$ cat config.mk
export PLATFORM = sky130hd
export DESIGN_NAME = cal_mon
export DESIGN_NICKNAME = d
export VERILOG_FILES = /design/src/rtl/cal_mon_pkg.sv /design/src/rtl/cal_classify.sv /design/src/rtl/cal_verdict.sv /design/src/rtl/cal_mon.sv
export SDC_FILE = /design/constraint.sdc
export NUM_CORES = 1
export LEC_CHECK = 0
export BUFFER_PORTS_ARGS = -buffer_cell sky130_fd_sc_hd__buf_2
export CAP_MARGIN = 20
export CORE_MARGIN = 3
export CORE_UTILIZATION = 30
export DETAILED_ROUTE_END_ITERATION = 8
export PLACE_DENSITY = 0.43
export SLEW_MARGIN = 5
export SYNTH_ARGS = -nofsm -noshare
export SYNTH_HDL_FRONTEND = slang
export SYNTH_SLANG_ARGS = --single-unit
$ cat constraint.sdc
create_clock -name clk -period 9.5 [get_ports clk]
set_input_delay 0 -clock clk [delete_from_list [all_inputs] [get_ports clk]]
set_output_delay 0 -clock clk [all_outputs]
set_load 0.01 [all_outputs]
$ cat src/rtl/cal_mon_pkg.sv
package cal_mon_pkg;
  typedef enum logic [2:0] {
    ST_BAL       = 3'd0,
    ST_LOW       = 3'd1,
    ST_HIGH      = 3'd2,
    ST_OOR_BELOW = 3'd3,
    ST_OOR_ABOVE = 3'd4,
    ST_NONE      = 3'd5
  } cal_status_e;

  typedef enum logic [1:0] {
    CL_LO    = 2'd0,
    CL_HI    = 2'd1,
    CL_BELOW = 2'd2,
    CL_ABOVE = 2'd3
  } cal_class_e;

  localparam int NCLASS = 4;
endpackage

$ cat src/rtl/cal_classify.sv
module cal_classify
  import cal_mon_pkg::*;
#(
  parameter int DW = 12
) (
  input  logic          gain_mode,
  input  logic [DW-1:0] code,
  output cal_class_e    cls
);
  // Offset pair: MSB set, rest clear, and its successor.
  localparam logic [DW-1:0] OFS_LO  = {1'b1, {(DW-1){1'b0}}};
  // Gain pair: all ones but the LSB, and all ones.
  localparam logic [DW-1:0] GAIN_LO = {{(DW-1){1'b1}}, 1'b0};
  localparam logic [DW-1:0] ONE     = {{(DW-1){1'b0}}, 1'b1};

  logic [DW-1:0] pair_lo, pair_hi;

  assign pair_lo = gain_mode ? GAIN_LO : OFS_LO;
  assign pair_hi = pair_lo + ONE;

  always_comb begin
    if (code == pair_lo)      cls = CL_LO;
    else if (code == pair_hi) cls = CL_HI;
    else if (code < pair_lo)  cls = CL_BELOW;
    else                      cls = CL_ABOVE;
  end
endmodule

$ cat src/rtl/cal_verdict.sv
module cal_verdict
  import cal_mon_pkg::*;
#(
  parameter int CW = 16
) (
  input  logic [CW-1:0] n_lo,
  input  logic [CW-1:0] n_hi,
  input  logic [CW-1:0] n_below,
  input  logic [CW-1:0] n_above,
  input  logic [CW-1:0] tol,
  input  logic [CW-1:0] lim,
  output cal_status_e   verdict
);
  logic [CW:0]   stray;
  logic [CW-1:0] diff;

  assign stray = {1'b0, n_below} + {1'b0, n_above};
  assign diff  = (n_lo >= n_hi) ? (n_lo - n_hi) : (n_hi - n_lo);

  always_comb begin
    if (stray > {1'b0, lim})
      verdict = (n_below > n_above) ? ST_OOR_BELOW : ST_OOR_ABOVE;
    else if (diff <= tol)
      verdict = ST_BAL;
    else if (n_lo > n_hi)
      verdict = ST_LOW;
    else
      verdict = ST_HIGH;
  end
endmodule

$ cat src/rtl/cal_mon.sv
module cal_mon
  import cal_mon_pkg::*;
#(
  parameter int DW = 12,
  parameter int CW = 16
) (
  input  logic          clk,
  input  logic          rst_n,
  input  logic          start,
  input  logic          mode,
  input  logic [CW-1:0] win_len,
  input  logic [CW-1:0] tol,
  input  logic [CW-1:0] stray_lim,
  input  logic          s_valid,
  output logic          s_ready,
  input  logic [DW-1:0] s_data,
  output logic [CW-1:0] cnt_lo,
  output logic [CW-1:0] cnt_hi,
  output logic [2:0]    status,
  output logic          done,
  output logic          busy,
  output logic          order_err
);
  localparam logic [CW-1:0] ONE = {{(CW-1){1'b0}}, 1'b1};

  logic        busy_q, done_q, err_q, ofs_ok_q, mode_q;
  cal_status_e status_q;
  logic [CW-1:0] n_q, target_q;
  logic [NCLASS-1:0][CW-1:0] cnt_q;
  logic [NCLASS-1:0][CW-1:0] cnt_nxt;
  cal_class_e  cls;
  cal_status_e verdict;
  logic        accept, launch, refuse, last;

  // The monitor never stalls the converter stream.
  assign s_ready = 1'b1;
  assign accept  = busy_q & s_valid;
  assign launch  = start & ~busy_q & ~(mode & ~ofs_ok_q);
  assign refuse  = start & ~busy_q & mode & ~ofs_ok_q;
  assign last    = accept & ((n_q + ONE) == target_q);

  cal_classify #(.DW(DW)) u_classify (
    .gain_mode (mode_q),
    .code      (s_data),
    .cls       (cls)
  );

  // One occurrence counter per sample class.
  for (genvar g = 0; g < NCLASS; g++) begin : g_cnt
    logic [CW-1:0] r;
    logic          hit;
    assign hit        = accept & (2'(cls) == 2'(g));
    assign cnt_nxt[g] = r + (hit ? ONE : '0);
    always_ff @(posedge clk or negedge rst_n) begin
      if (!rst_n)                r <= '0;
      else if (launch || refuse) r <= '0;
      else if (hit)              r <= cnt_nxt[g];
    end
    assign cnt_q[g] = r;
  end

  cal_verdict #(.CW(CW)) u_verdict (
    .n_lo    (cnt_nxt[CL_LO]),
    .n_hi    (cnt_nxt[CL_HI]),
    .n_below (cnt_nxt[CL_BELOW]),
    .n_above (cnt_nxt[CL_ABOVE]),
    .tol     (tol),
    .lim     (stray_lim),
    .verdict (verdict)
  );

  always_ff @(posedge clk or negedge rst_n) begin
    if (!rst_n) begin
      busy_q   <= 1'b0;
      done_q   <= 1'b0;
      err_q    <= 1'b0;
      ofs_ok_q <= 1'b0;
      mode_q   <= 1'b0;
      status_q <= ST_NONE;
      n_q      <= '0;
      target_q <= ONE;
    end else if (refuse) begin
      err_q    <= 1'b1;
      done_q   <= 1'b0;
      status_q <= ST_NONE;
    end else if (launch) begin
      err_q    <= 1'b0;
      busy_q   <= 1'b1;
      done_q   <= 1'b0;
      status_q <= ST_NONE;
      mode_q   <= mode;
      n_q      <= '0;
      target_q <= (win_len == '0) ? ONE : win_len;
    end else if (accept) begin
      n_q <= n_q + ONE;
      if (last) begin
        busy_q   <= 1'b0;
        done_q   <= 1'b1;
        status_q <= verdict;
        if (!mode_q) ofs_ok_q <= (verdict == ST_BAL);
      end
    end
  end

  assign cnt_lo    = cnt_q[CL_LO];
  assign cnt_hi    = cnt_q[CL_HI];
  assign status    = status_q;
  assign done      = done_q;
  assign busy      = busy_q;
  assign order_err = err_q;
endmodule

==> results_dict.tcl <==
set metrics [dict create \
    slew_violations 0 \
    grt_pass1_vias 8137 \
    wl_met2_um 12520 \
    io_pins 104 \
    crit_top_cell "nor2_1" \
    dr_wl_met3_um 976 \
    ys.flop_type "dfrtp_1" \
    cp_max_fo 12 \
    antenna_found_initial 0 \
    multi_input_area_um2 6381 \
    synth_edf_count 0 \
    htreeDepth 3 \
    rows 64 \
    fin_total_pwr_mw 1.482 \
    power.density_nw_per_um2 135.3 \
    timing.rr.end "ofs_ok_q" \
    endpoint_kind "register" \
    grt_max_degree 57 \
    cts_buffers 9 \
    postRouteAntennaNets 0 \
    synth_nets 1360 \
    finalCritPeriodShare 0.8904 \
    routed_via_density 5.010 \
    fmax_ghz 0.1182 \
    post_drt_wl_per_cell_um 15.80 \
    synthToLayoutAreaGrowth_pct 14.61 \
    wl_met1_um 12720 \
    drive_gt1_frac 0.1258 \
    drtPass1Iterations 5 \
    cap_viol_max_count 0 \
    start_kind "register" \
    synth_area_um2 9558 \
    tns_ps 0 \
    hold_slack_ps 168.0 \
    r2r_start "mode_q" \
    syn_inst 1178 \
    core_um2 30990 \
    dieWidth_um 184.5 \
    seqCellArea_um2 2606 \
    start_util 0.3084 \
    cts_tree "done" \
    ys_types 67 \
    die_h_um 184.5 \
    cts_sinks 104 \
    slew_headroom 0.3409 \
    drc 0 \
    post-route-min-period_ps 8459 \
    power.leakage_nw 5.593 \
    dr.first_iter.drc_count 383 \
    avgSynthCellArea_um2 8.114 \
    required_ps 9740 \
    ir_worst_vdd_mv 0.08693 \
    dp.cells 1641 \
    dieArea_um2 34040 \
    rsz0062_at_grt "false" \
    diodes 0 \
    portBuffers 102 \
    rrSetupSlack_ps 1040 \
    finalNetCount 1457 \
    overflow 0 \
    gr-usage-all-layers 0.1555 \
    num_vias 8397 \
    setup_viol 0 \
    worstHoldPathType "input pin to register" \
    min_from "s_data[0]" \
    worstPathArrival_ps 8690 \
    synth_seq_cells 104 \
    dp_hpwl_um 21070 \
    insertion_delay_ps 360 \
    grt_pass1_wl_um 42710 \
    clk_pin_slew_worst_paths_ps 80 \
    final_util 0.3535 \
    clock_path_buffers 2 \
    clock_skew_ps 15.89 \
    worst_slew_pin_slew_ps 979.6 \
    ys_seq_area_frac 0.2727 \
    cts.root.buffer_cell "clkbuf_16" \
    ys_warn_count 0 \
    rr_worst_depth 32 \
    slowest_stage "nor4_1" \
    crit_type "register to register" \
    finalHoldViolations 0 \
    synth_async_sr_flop_share 1.000 \
    instances_no_fill 1676 \
    hold_path_depth 5 \
    outcome "finished, final reports clean" \
    fill_cells 3331 \
    whs_endpoint "cnt_lo[5]" \
    critical-path-max-stage-delay_ps 890 \
    wl_um 26490 \
    gp_congestion 0.8515 \
    routed.top_layer "met4" \
]
-- how the worst max path moves through the flow --
stage	end	slack (ps)	from	cells after the start
after global routing	ofs_ok_q	130	mode_q	30
after global placement	ofs_ok_q	1280	mode_q	32
after CTS	ofs_ok_q	1010	mode_q	32
final	ofs_ok_q	1040	mode_q	32
after detailed placement	ofs_ok_q	1040	mode_q	32
after floorplan	ofs_ok_q	2500	mode_q	33
-- layout by cell type, fill, tap and decap left out, types with 4 or more instances in the layout --
master         instances
nor2b_1               11
o211ai_1               8
o21bai_1               8
inv_1                111
nand3_1               64
nand2_1              117
xnor2_1               54
and3_1                35
ha_1                 114
nand2b_1               4
buf_2                101
mux2_2                18
nor3_1                 8
nor4_1                11
dlygate4sd3_1         18
o21ai_0              112
nand4_1               17
a21oi_1               51
o21a_1                12
nor2_1                73
a21o_1                27
and2_1                 8
buf_4                  9
dfrtp_1              101
or3_1                 10
nand3b_1               5
o31ai_1                9
nor3b_1                5
xor2_1                52
mux2i_1               11
a31oi_1               11
a211oi_1               7
a221oi_1               5
clkbuf_16              9
-- critical path, delay by kind of cell, from the launching register on --
kind            cells  cell delay [ps]
compound gates      4             1480
xor+xnor            2              370
fa+ha+maj           5             1470
buf+inv             3              430
flops               1              400
mux                 1              310
simple gates       17             3860
-- metrics by stage --
step                area (um^2)  setup slack [ps]
CTS                       10940              1015
floorplan                  9558              2499
global placement          10470              1283
global route              10950             130.0
finish                    10950              1041
detailed placement        10470              1038
-- layer usage --
metal | track usage | vias up
li1 | - | 4302
met1 | 0.2110 | 3954
met2 | 0.2638 | 130
met3 | 0.02487 | 11
met4 | 0.02842 | 0
met5 | 0 | -
-- report_power, final --
group	switching (mW)	total (mW)	internal (mW)
sequential	0.0636	0.574	0.511
clock	0.189	0.373	0.184
combinational	0.302	0.535	0.233
total	0.555	1.48	0.928
-- cells in the mapped netlist, types with 10 or more instances --
cell	count	area, um^2
a21o_1	27	202.7
a21oi_1	51	255.2
a31oi_1	11	68.82
and3_1	35	219.0
clkbuf_1	37	138.9
dfrtp_1	101	2527
ha_1	114	1426
inv_1	111	416.7
mux2_2	18	202.7
mux2i_1	11	110.1
nand2_1	118	442.9
nand3_1	64	320.3
nand4_1	17	106.4
nor2_1	73	274.0
nor2b_1	11	68.82
nor4_1	11	68.82
o21a_1	12	90.09
o21ai_0	113	565.5
or3_1	10	62.56
xnor2_1	54	473.0
xor2_1	52	455.4
-- layout make-up --
type,count,share of cell area
clock inverter,7,0.005597
tap,396,0.04523
sequential,104,0.2379
inverter,111,0.03804
timing repair buffer,129,0.07013
multi-input combinational,920,0.5825
clock buffer,9,0.02056
-- cells by family after synthesis --
logic type | Yosys count | share of synthesized area
and+or+nand+nor | 385 | 0.1992
muxes | 30 | 0.03390
adders and majority gates | 117 | 0.1555
other | 1 | 0.0003923
DFF | 104 | 0.2727
AOI/OAI and AO/OA | 281 | 0.1799
buffers and inverters | 154 | 0.06126
xor gates and xnor gates | 106 | 0.09713
-- registers in the layout, summed over array words and instances, names as in the netlist, 3 cells and up --
signal	cells
cnt_hi	16
cnt_lo	16
g_cnt.r	32
n_q	16
status	3
target_q	16
-- repair_timing --
action                    CTS  global route
setup buffers               0             0
hold buffers               18             0
resized for setup           0             0
hold endpoints to repair   64             0
Note: power is estimated with default switching activity, not from simulation.
